`src/rtl/clk_fail_guard_pkg.sv`:
```
package clk_fail_guard_pkg;

  localparam int MODE_W = 2;
  localparam int SEL_W  = 2;

  typedef enum logic [MODE_W-1:0] {
    MODE_EXT  = 2'b00,
    MODE_INT  = 2'b01,
    MODE_XTAL = 2'b10,
    MODE_XPLL = 2'b11
  } oscMode_t;

  typedef enum logic [SEL_W-1:0] {
    SEL_PRIM   = 2'b00,
    SEL_BACKUP = 2'b01,
    SEL_LOWPWR = 2'b10
  } clkSel_t;

  typedef enum logic [1:0] {
    ST_WAIT = 2'b00,
    ST_MON  = 2'b01,
    ST_FAIL = 2'b10,
    ST_PARK = 2'b11
  } guardState_t;

  typedef struct packed {
    logic watch;       // monitoring window active
    logic raiseFail;   // set the sticky failure flag
    logic setStable;   // primary has just taken over
    logic dropStable;  // primary no longer in use
  } guardStrobe_t;

endpackage

```
`src/rtl/clk_fail_guard_ctrl.sv`:
```
module clk_fail_guard_ctrl
  import clk_fail_guard_pkg::*;
(
  input  logic               clk,
  input  logic               rstN,
  input  logic [MODE_W-1:0]  oscMode,
  input  logic               porEvent,
  input  logic               wakeEvent,
  input  logic               ostDone,
  input  logic               pllDone,
  input  logic               lowPwrReq,
  input  logic               missTick,
  output guardStrobe_t       strobe,
  output logic [SEL_W-1:0]   clkSel,
  output guardState_t        state
);

  guardState_t nextState;
  logic        restart;
  logic        fastMode;
  logic        readyNow;

  always_comb begin
    restart  = porEvent | wakeEvent;
    fastMode = (oscMode == MODE_EXT) || (oscMode == MODE_INT);
    // PLL timer only matters in the PLL crystal mode
    readyNow = fastMode ||
               (ostDone && ((oscMode != MODE_XPLL) || pllDone));
  end

  always_comb begin
    nextState = state;
    unique case (state)
      ST_WAIT: begin
        if (lowPwrReq && !fastMode) nextState = ST_PARK;
        else if (readyNow)          nextState = ST_MON;
      end
      ST_MON:  if (missTick) nextState = ST_FAIL;
      ST_FAIL: nextState = ST_FAIL;
      ST_PARK: nextState = ST_PARK;
      default: nextState = ST_WAIT;
    endcase
    if (restart) nextState = ST_WAIT;
  end

  always_ff @(posedge clk) begin
    if (!rstN) state <= ST_WAIT;
    else       state <= nextState;
  end

  always_comb begin
    strobe.watch      = (state == ST_MON);
    strobe.raiseFail  = (state == ST_MON) && missTick && !restart;
    strobe.setStable  = (nextState == ST_MON) && (state != ST_MON);
    strobe.dropStable = (nextState != ST_MON);
  end

  always_comb begin
    unique case (state)
      ST_MON:  clkSel = SEL_PRIM;
      ST_PARK: clkSel = SEL_LOWPWR;
      default: clkSel = SEL_BACKUP;
    endcase
  end

endmodule

```
`src/rtl/clk_fail_guard_dp.sv`:
```
module clk_fail_guard_dp
  import clk_fail_guard_pkg::*;
#(
  parameter int ARM_TICKS = 1
) (
  input  logic         clk,
  input  logic         rstN,
  input  logic         sampleTick,
  input  logic         primToggle,
  input  logic         irqEn,
  input  logic         flagClr,
  input  guardStrobe_t strobe,
  output logic         missTick,
  output logic         failFlag,
  output logic         irqReq,
  output logic         primStable
);

  localparam int ARM_W = $clog2(ARM_TICKS + 1);
  localparam logic [ARM_W-1:0] ARM_LAST = ARM_W'(ARM_TICKS);

  logic             prevTog;
  logic             seenAct;
  logic             actEdge;
  logic             armed;
  logic [ARM_W-1:0] armCnt;

  always_comb begin
    actEdge  = primToggle ^ prevTog;
    armed    = (armCnt == ARM_LAST);
    missTick = strobe.watch && sampleTick && armed && !seenAct && !actEdge;
  end

  always_ff @(posedge clk) begin
    if (!rstN) prevTog <= 1'b0;
    else       prevTog <= primToggle;
  end

  // activity observation: reset per window, armed after ARM_TICKS ticks
  always_ff @(posedge clk) begin
    if (!rstN || !strobe.watch) begin
      seenAct <= 1'b0;
      armCnt  <= '0;
    end else if (sampleTick) begin
      seenAct <= 1'b0;
      if (!armed) armCnt <= armCnt + 1'b1;
    end else if (actEdge) begin
      seenAct <= 1'b1;
    end
  end

  always_ff @(posedge clk) begin
    if (!rstN)                 failFlag <= 1'b0;
    else if (strobe.raiseFail) failFlag <= 1'b1;
    else if (flagClr)          failFlag <= 1'b0;
  end

  always_ff @(posedge clk) begin
    if (!rstN)                  primStable <= 1'b0;
    else if (strobe.setStable)  primStable <= 1'b1;
    else if (strobe.dropStable) primStable <= 1'b0;
  end

  always_comb irqReq = failFlag & irqEn;

endmodule

```
`src/rtl/clk_fail_guard.sv`:
```
module clk_fail_guard
  import clk_fail_guard_pkg::*;
#(
  parameter int ARM_TICKS = 1
) (
  input  logic              clk,
  input  logic              rstN,
  input  logic              sampleTick,
  input  logic              primToggle,
  input  logic [MODE_W-1:0] oscMode,
  input  logic              porEvent,
  input  logic              wakeEvent,
  input  logic              ostDone,
  input  logic              pllDone,
  input  logic              lowPwrReq,
  input  logic              irqEn,
  input  logic              flagClr,
  output logic [SEL_W-1:0]  clkSel,
  output logic              failFlag,
  output logic              irqReq,
  output logic              primStable
);

  guardStrobe_t strobe;
  guardState_t  ctrlState;
  logic         missTick;

  clk_fail_guard_ctrl u_ctrl (
    .clk       (clk),
    .rstN      (rstN),
    .oscMode   (oscMode),
    .porEvent  (porEvent),
    .wakeEvent (wakeEvent),
    .ostDone   (ostDone),
    .pllDone   (pllDone),
    .lowPwrReq (lowPwrReq),
    .missTick  (missTick),
    .strobe    (strobe),
    .clkSel    (clkSel),
    .state     (ctrlState)
  );

  clk_fail_guard_dp #(.ARM_TICKS(ARM_TICKS)) u_dp (
    .clk        (clk),
    .rstN       (rstN),
    .sampleTick (sampleTick),
    .primToggle (primToggle),
    .irqEn      (irqEn),
    .flagClr    (flagClr),
    .strobe     (strobe),
    .missTick   (missTick),
    .failFlag   (failFlag),
    .irqReq     (irqReq),
    .primStable (primStable)
  );

endmodule

```
`config.mk`:
```
export PLATFORM = sky130hd
export DESIGN_NAME = clk_fail_guard
export DESIGN_NICKNAME = d
export VERILOG_FILES = /design/src/rtl/clk_fail_guard_pkg.sv /design/src/rtl/clk_fail_guard_ctrl.sv /design/src/rtl/clk_fail_guard_dp.sv /design/src/rtl/clk_fail_guard.sv
export SDC_FILE = /design/constraint.sdc
export NUM_CORES = 1
export LEC_CHECK = 0
export BUFFER_PORTS_ARGS = -buffer_cell sky130_fd_sc_hd__buf_4
export CELL_PAD_IN_SITES_DETAIL_PLACEMENT = 1
export CELL_PAD_IN_SITES_GLOBAL_PLACEMENT = 1
export CORE_AREA = 2 2 39 41
export CTS_BUF_LIST = sky130_fd_sc_hd__clkbuf_4
export DETAILED_ROUTE_END_ITERATION = 10
export DIE_AREA = 0 0 41 43
export GPL_TIMING_DRIVEN = 0
export PLACE_DENSITY_LB_ADDON = 0.1
export SYNTH_ARGS = -nofsm -noshare
export SYNTH_HDL_FRONTEND = slang
export SYNTH_SLANG_ARGS = --single-unit
```
`constraint.sdc`:
```
create_clock -name clk -period 1.4 [get_ports clk]
set_input_delay 0.28 -clock clk [delete_from_list [all_inputs] [get_ports clk]]
set_output_delay 0.28 -clock clk [all_outputs]
set_load 0.1 [all_outputs]
```
== After elaboration in Yosys (flattened, before gate mapping) ==
Cells that the tools add are included.

* Bits of input ports: 13
* Register bits after elaboration: 7
* Word-level logic and storage cells: 53
* Output and inout port bits: 5

* Bitwise operators: 3
* Reduce and logical (&&, ||, !) cells: 24
* Add/subtract/negate cells: 1
* Multiplexer cells: 11
* Equality and inequality tests: 8

{| class="wikitable"
|+ Operators by type and width
! operator !! number
|-
| logical AND 1 bit || 9
|-
| 2-to-1 mux 2 bit || 4
|-
| one-hot mux 2 bit (4 select lines) || 1
|-
| equality test 2 x 1 -> 1 bit (second input constant) || 3
|-
| zero test 1 bit || 6
|-
| 2-to-1 mux 1 bit || 5
|-
| equality test 2 bit (second input constant) || 2
|-
| zero test 2 bit || 2
|-
| logical OR 1 bit || 4
|-
| inequality test 2 x 1 -> 1 bit (second input constant) || 2
|-
| one-hot mux 2 bit (2 select lines) || 1
|-
| nonzero test 2 bit || 2
|-
| inequality test 2 bit (second input constant) || 1
|-
| OR reduction 2 bit || 1
|-
| adder 1 bit (second input constant) || 1
|-
| AND 1 bit || 1
|-
| OR 1 bit || 1
|-
| XOR 1 bit || 1
|}

== Logic depth before layout (Yosys ltp) ==
Gate-level depths: netlist of run 1.

* Depth after elaboration: 11
* Mapped depth: 3
* Gate-level depth less buffers: 3

== Modules after synthesis ==
From an unflattened synthesis of run 1, not the netlist that was laid out.

* Cells, all modules: 38
* Area, all modules: 356.6 µm²

{| class="wikitable"
|+ By module, submodules not included
! module !! instances !! area each (µm²) !! seq. area each (µm²) !! cells each
|-
| clk_fail_guard_dp || 1 || 185.2 || 100.1 || 17
|-
| clk_fail_guard_ctrl || 1 || 171.4 || 40.0 || 21
|}

== Least setup slack after synthesis of run 1 ==
Ideal clock, no wire load.

* Kind: register -> output
* Start point: reg u_dp.failFlag
* End point: out irqReq
* Buffers on the path: 0
* Cell stages (with the launch flop): 2
* Required time: 1120 ps
* Arrival time: 1807 ps
* Path slack: -687 ps
* Cell sequence: dfxtp_1 -> and2_1

* Longest elaborated chain between the ends: 1

{| class="wikitable"
|+ RTL lines
! element !! RTL line !! RTL
|-
| from (decl) || clk_fail_guard_dp.sv:14 || <nowiki>output logic failFlag,</nowiki>
|-
| from (signal assigned) || clk_fail_guard_dp.sv:53 || <nowiki>if (!rstN) failFlag <= 1'b0;</nowiki>
|-
| from (signal assigned) || clk_fail_guard_dp.sv:54 || <nowiki>else if (strobe.raiseFail) failFlag <= 1'b1;</nowiki>
|-
| from (signal assigned) || clk_fail_guard_dp.sv:55 || <nowiki>else if (flagClr) failFlag <= 1'b0;</nowiki>
|-
| AND 1 bit || clk_fail_guard_dp.sv:64 || <nowiki>always_comb irqReq = failFlag & irqEn;</nowiki>
|-
| to (decl) || clk_fail_guard.sv:20 || <nowiki>output logic irqReq,</nowiki>
|}

Every way passes these cells.

== Worst setup path in the final report of run 1 ==
* Start point: reg u_ctrl.state[1]
* End point: out clkSel[1]

* Longest elaborated chain between the ends: 2
* Elaborated cells on any way between the ends: 3
* Those cells by class: 2 x eq/ne; 1 x mux

{| class="wikitable"
|+ RTL lines
! element !! RTL line !! RTL
|-
| from (decl) || clk_fail_guard_ctrl.sv:15 || <nowiki>output guardState_t state</nowiki>
|-
| from (signal assigned) || clk_fail_guard_ctrl.sv:48 || <nowiki>else state <= nextState;</nowiki>
|-
| equality test 2 bit / equality test 2 x 1 -> 1 bit (equally long branches) || clk_fail_guard_ctrl.sv:59 || <nowiki>unique case (state)</nowiki>
|-
| one-hot mux 2 bit (2 select lines) * || clk_fail_guard_ctrl.sv:59 ||
|-
| to (decl) || clk_fail_guard.sv:18 || <nowiki>output logic [SEL_W-1:0] clkSel,</nowiki>
|}

Every way passes the cells marked *; elsewhere a longest branch is shown, timed or not.

==> out/metrics.yaml, run 1 <==
synth_flop_cell: "dfxtp_1"
place_ws_ps: 175
post-cts-setup-buffers: 0
cp_max_fo: 5
worst_slew_pin_slew_ps: 397
htree_levels: 1
stdcell_area_um2: 539
p_leak_uw: 0.000236
path_class: "register to output pin"
regArea_um2: 144
dr.first_iter.drc_count: 4
ioPinCount: 18
ys_warn_count: 0
drc_errors: 0
fin_crit_sh_pct: 93.3
final_core_util_pct: 39.0
crit_required_ps: 1120
fill_cells: 166
holdCritPathClass: "primary input to register"
post_synth.cell_area_avg_um2: 9.47
setup_viol: 0
grt_overflow_total: 0
layout_common_cells: "buf_4 (16), nor2_1 (5), clkbuf_4 (4), dfxtp_1 (4)"
antenna_found_initial: 0
rsz0062_at_grt: "no"
clkTransAtPathRegs_ps: 60
cts_buffers: 3
fin_skew_ps: 1.03
start_kind: "register"
slew_headroom_pct: 73.5
cts.sinks: 7
synth_area_um2: 350
wl_um: 946
nets: 72
place_area_um2: 504
grt_pass1_wl_mm: 1.43
yosysSeqAreaShare_pct: 40.0
final_layout_size_suffix_gt1_share_pct: 51.7
ant_nets: 0
diodes: 0
finalHoldViolations: 0
ctsRootBufferMaster: "clkbuf_4"
outcome: "completed"
clk_path_buf_depth: 2
tns_ps: 0
pwr_density_cell_mw_per_mm2: 940
multi_input_area_um2: 206
drv_slew: 0
cts_tree: "built"
place.gp.congestion: 0.641
synth-seq-cells: 7
avgViaCountPerCell: 4.84
worstSetupEndpointType: "output pin"
wl_per_cell_um: 12.8
synthDistinctLibCells: 20
vdd_ir_drop_max_uv: 351
dieArea_mm2: 0.00176
synth_edf_count: 0
setup_ws_ps: 94.2
coreArea_mm2: 0.00138
start_util_pct: 25.3
synthArstFlopShare_pct: 0
grt.total_usage_pct: 12.7
dp_hpwl_um: 765
dr.pass1.iters: 4
max_freq_ghz: 0.766
grt_pass1_vias: 340
cp_data_arrival_time_ps: 1030
area_growth_syn_to_layout_pct: 53.9
num_vias: 358
syn_nets: 50
netlist_instances: 37
period_needed_ps: 1310
final_common_cell: "buf_4"
die_w_um: 41
rows: 14
grt_start_max_net_pins: 8
drv_cap: 0
chipHeight_um: 43
portBuffers: 17
clk_latency_ps: 250
## registers in the layout (all words and copies together) (netlist names)
register	count
u_ctrl.state	2
u_dp.failFlag	1
u_dp.primStable	1
u_dp.armCnt	1
u_dp.prevTog	1
u_dp.seenAct	1
## synth_stat cells, types with 2 or more instances
library cell / instances / area share [%]
dfxtp_1: 7 / 40
nor2_1: 5 / 5.4
and2_1: 3 / 5.4
nand2b_1: 3 / 5.4
a211oi_1: 2 / 4.3
inv_1: 2 / 2.1
nor3_1: 2 / 2.9
## worst paths after layout
check | endpoint | cells past startpoint | slack, ps | start
worst max register to register | u_dp.primStable | 3 | 330 | u_ctrl.state[1]
worst max-delay path | clkSel[1] | 2 | 90 | u_ctrl.state[1]
worst min register to register | u_dp.armCnt | 2 | 490 | u_dp.armCnt
worst min-delay path | u_dp.seenAct | 2 | 210 | sampleTick
## cell families (layout without fill, tap and decap cells)
logic type	after synthesis	in the layout	synth area share (%)
buffers and inverters	2	23	2.14
DFF	7	7	40.0
and+or+nand+nor	19	19	31.8
xor gates and xnor gates	1	1	4.64
AOI/OAI and AO/OA	8	8	21.4
## area by class of cell
cell class,instances,area share (%)
repair buffers,17,24.4
well taps,16,3.71
inverters,2,1.39
clock buffers,4,5.57
multi-input cells,28,38.3
flip-flops and latches,7,26.7
## report_power, final
group	switching [uW]	leakage (uW)	internal (uW)	total [uW]
logic	47.6	0.000159	38.3	85.9
clock network	82.0	0.0000184	129	211
registers	5.18	0.0000584	205	211
## critical path, stage by stage (launching register included)
cell and delay, ps:
dfxtp_1 380, and2_2 170, buf_6 220
## per-stage QoR
stage / total power, uW / std cells / hold WS [ps]
finish: 507 / 74 / 215
CTS: 516 / 74 / 204
detailed placement: 301 / 70 / 481
floorplan: 258 / 37 / 358
global route: 537 / 74 / 202
global placement: 298 / 70 / 449
## per-layer routing
metal,vias up,share of wire (%),GRT usage [%]
li1,174,-,-
met1,165,39,13.3
met2,15,51,19.1
met3,4,8.0,4.71
met4,0,2.5,10.0
met5,-,0,0
## timing repair
item | CTS | global route
hold buffers | 0 | 0
gates resized for setup | 1 | 1
endpoints found under the setup margin | 1 | 1
cloned | 0 | 0
(Power assumes the default switching activity.)
==> run 2: changes to the inputs <==
clock period = 1.3 ns   (was 1.4 ns; I/O delays follow)
==> run 2 against run 1 <==
Global-route usage is the same. Non-clock buffer count unchanged. Setup slack got worse by 55 ps. Worst hold slack got worse by 20 ps. Via count did not move. Flip-flop and latch count stayed put. Register-to-register slack got worse by 90 ps. Utilization up 0.72 points. Die area stayed put. Critical path type unchanged. Critical endpoint is now irqReq.
==> out/metrics.yaml, run 2 (synthesis results as in run 1) <==
htree_levels: 1
fin_crit_sh_pct: 97.0
drv_cap: 0
start_util_pct: 25.3
reg2reg_slack_ps: 240
holdCritPathClass: "primary input to register"
outcome: "completed"
grt_pass1_vias: 340
fin_skew_ps: 1.03
cp_data_arrival_time_ps: 1000
path_class: "register to output pin"
nets: 72
largest_reg_flops: 2
clk_path_buf_depth: 2
rsz0062_at_grt: "no"
swShare_pct: 26.6
fill_cells: 165
layout_common_cells: "buf_4 (16), nor2_1 (5), clkbuf_4 (4), dfxtp_2 (4)"
cts_buffers: 3
grt.total_usage_pct: 12.7
intPower_uw: 401
drv_slew: 0
dr.first_iter.drc_count: 4
cts.sinks: 7
max_flop_register: "u_ctrl.state"
max_freq_ghz: 0.793
start_kind: "register"
antenna_found_initial: 0
die_w_um: 41
chipHeight_um: 43
grt_start_max_net_pins: 8
diodes: 0
avgViaCountPerCell: 4.84
power.share.combinational_pct: 17.0
p_leak_uw: 0.000238
wl_per_cell_um: 12.8
holdBufCountCts: 0
ant_nets: 0
p_total_uw: 546
rows: 14
pwr_density_cell_mw_per_mm2: 995
area_growth_syn_to_layout_pct: 56.8
vdd_ir_drop_max_uv: 378
setup_viol: 0
worst_slew_pin_slew_ps: 397
grt_overflow_total: 0
tns_ps: 0
place.gp.congestion: 0.641
cts_tree: "built"
p_sw_uw: 145
place_ws_ps: 94.7
slew_headroom_pct: 73.5
crit_required_ps: 1040
final_layout_size_suffix_gt1_share_pct: 53.4
clockPowerShare_pct: 41.5
clkTransAtPathRegs_ps: 60
worstSetupEndpointType: "output pin"
p_seq_share_pct: 41.5
num_vias: 358
grt_pass1_wl_mm: 1.43
wl_um: 945
drc_errors: 0
finalHoldViolations: 0
dp_hpwl_um: 765
ctsRootBufferMaster: "clkbuf_4"
period_needed_ps: 1260
final_core_util_pct: 39.7
coreArea_mm2: 0.00138
final_common_cell: "buf_4"
setup_ws_ps: 38.9
portBuffers: 17
dieArea_mm2: 0.00176
clk_latency_ps: 250
dr.pass1.iters: 4
ioPinCount: 18
cp_max_fo: 3
## run 2: cell types whose count changed in the layout (fill, tap and decap cells not counted)
cell,delta
dfxtp_1,-1
dfxtp_2,+1
buf_6,-1
buf_12,+1
## run 2: final cells by class
| class | count | area [um^2] | area share [%] |
|---|---|---|---|
| Clock buffer | 4 | 30.0 | 5.47 |
| Inverter | 2 | 7.51 | 1.37 |
| Multi-Input combinational cell | 28 | 206 | 37.6 |
| Sequential cell | 7 | 145 | 26.4 |
| Tap cell | 16 | 20.0 | 3.64 |
| Timing Repair Buffer | 17 | 140 | 25.5 |
## run 2: critical path, stage by stage (launching register included)
cell	delay (ps)
dfxtp_2	340
and2_4	130
buf_4	280
## run 2: through the flow
step                      hold slack, ps  cell area (um^2)  instances
after floorplan                      338               357         37
after global placement               443               504         70
after detailed placement             461               504         70
after CTS                            184               539         74
after global routing                 182               549         74
final                                195               549         74
## run 2: metal layers
metal  track usage, %  routed length [um]  up-vias
li1                 -                   -      174
met3             4.71                  77        4
met5                0                   0        -
met1             13.3                 365      165
met4             10.0                  24        0
met2             19.1                 478       15
## run 2: repair_timing
item,in CTS,in global routing
setup buffers,0,0
cloned,0,0
gates resized for setup,2,3
endpoints found under the setup margin,1,1
## run 2: worst paths after layout
kind	startpoint	end	depth (start not counted)
setup / recovery	u_dp.failFlag	irqReq	2
hold / removal	sampleTick	u_dp.seenAct	2
setup reg to reg	u_ctrl.state[1]	u_dp.primStable	3
hold reg to reg	u_dp.armCnt	u_dp.armCnt	2
## run 2: power groups by stage
stage | Sequential (uW) | Combinational (uW) | Clock (uW)
CTS | 227 | 93.8 | 236
global route | 228 | 100 | 251
detailed placement | 231 | 93.0 | 0
floorplan | 239 | 38.7 | 0
finish | 227 | 92.8 | 227
global placement | 231 | 89.8 | 0
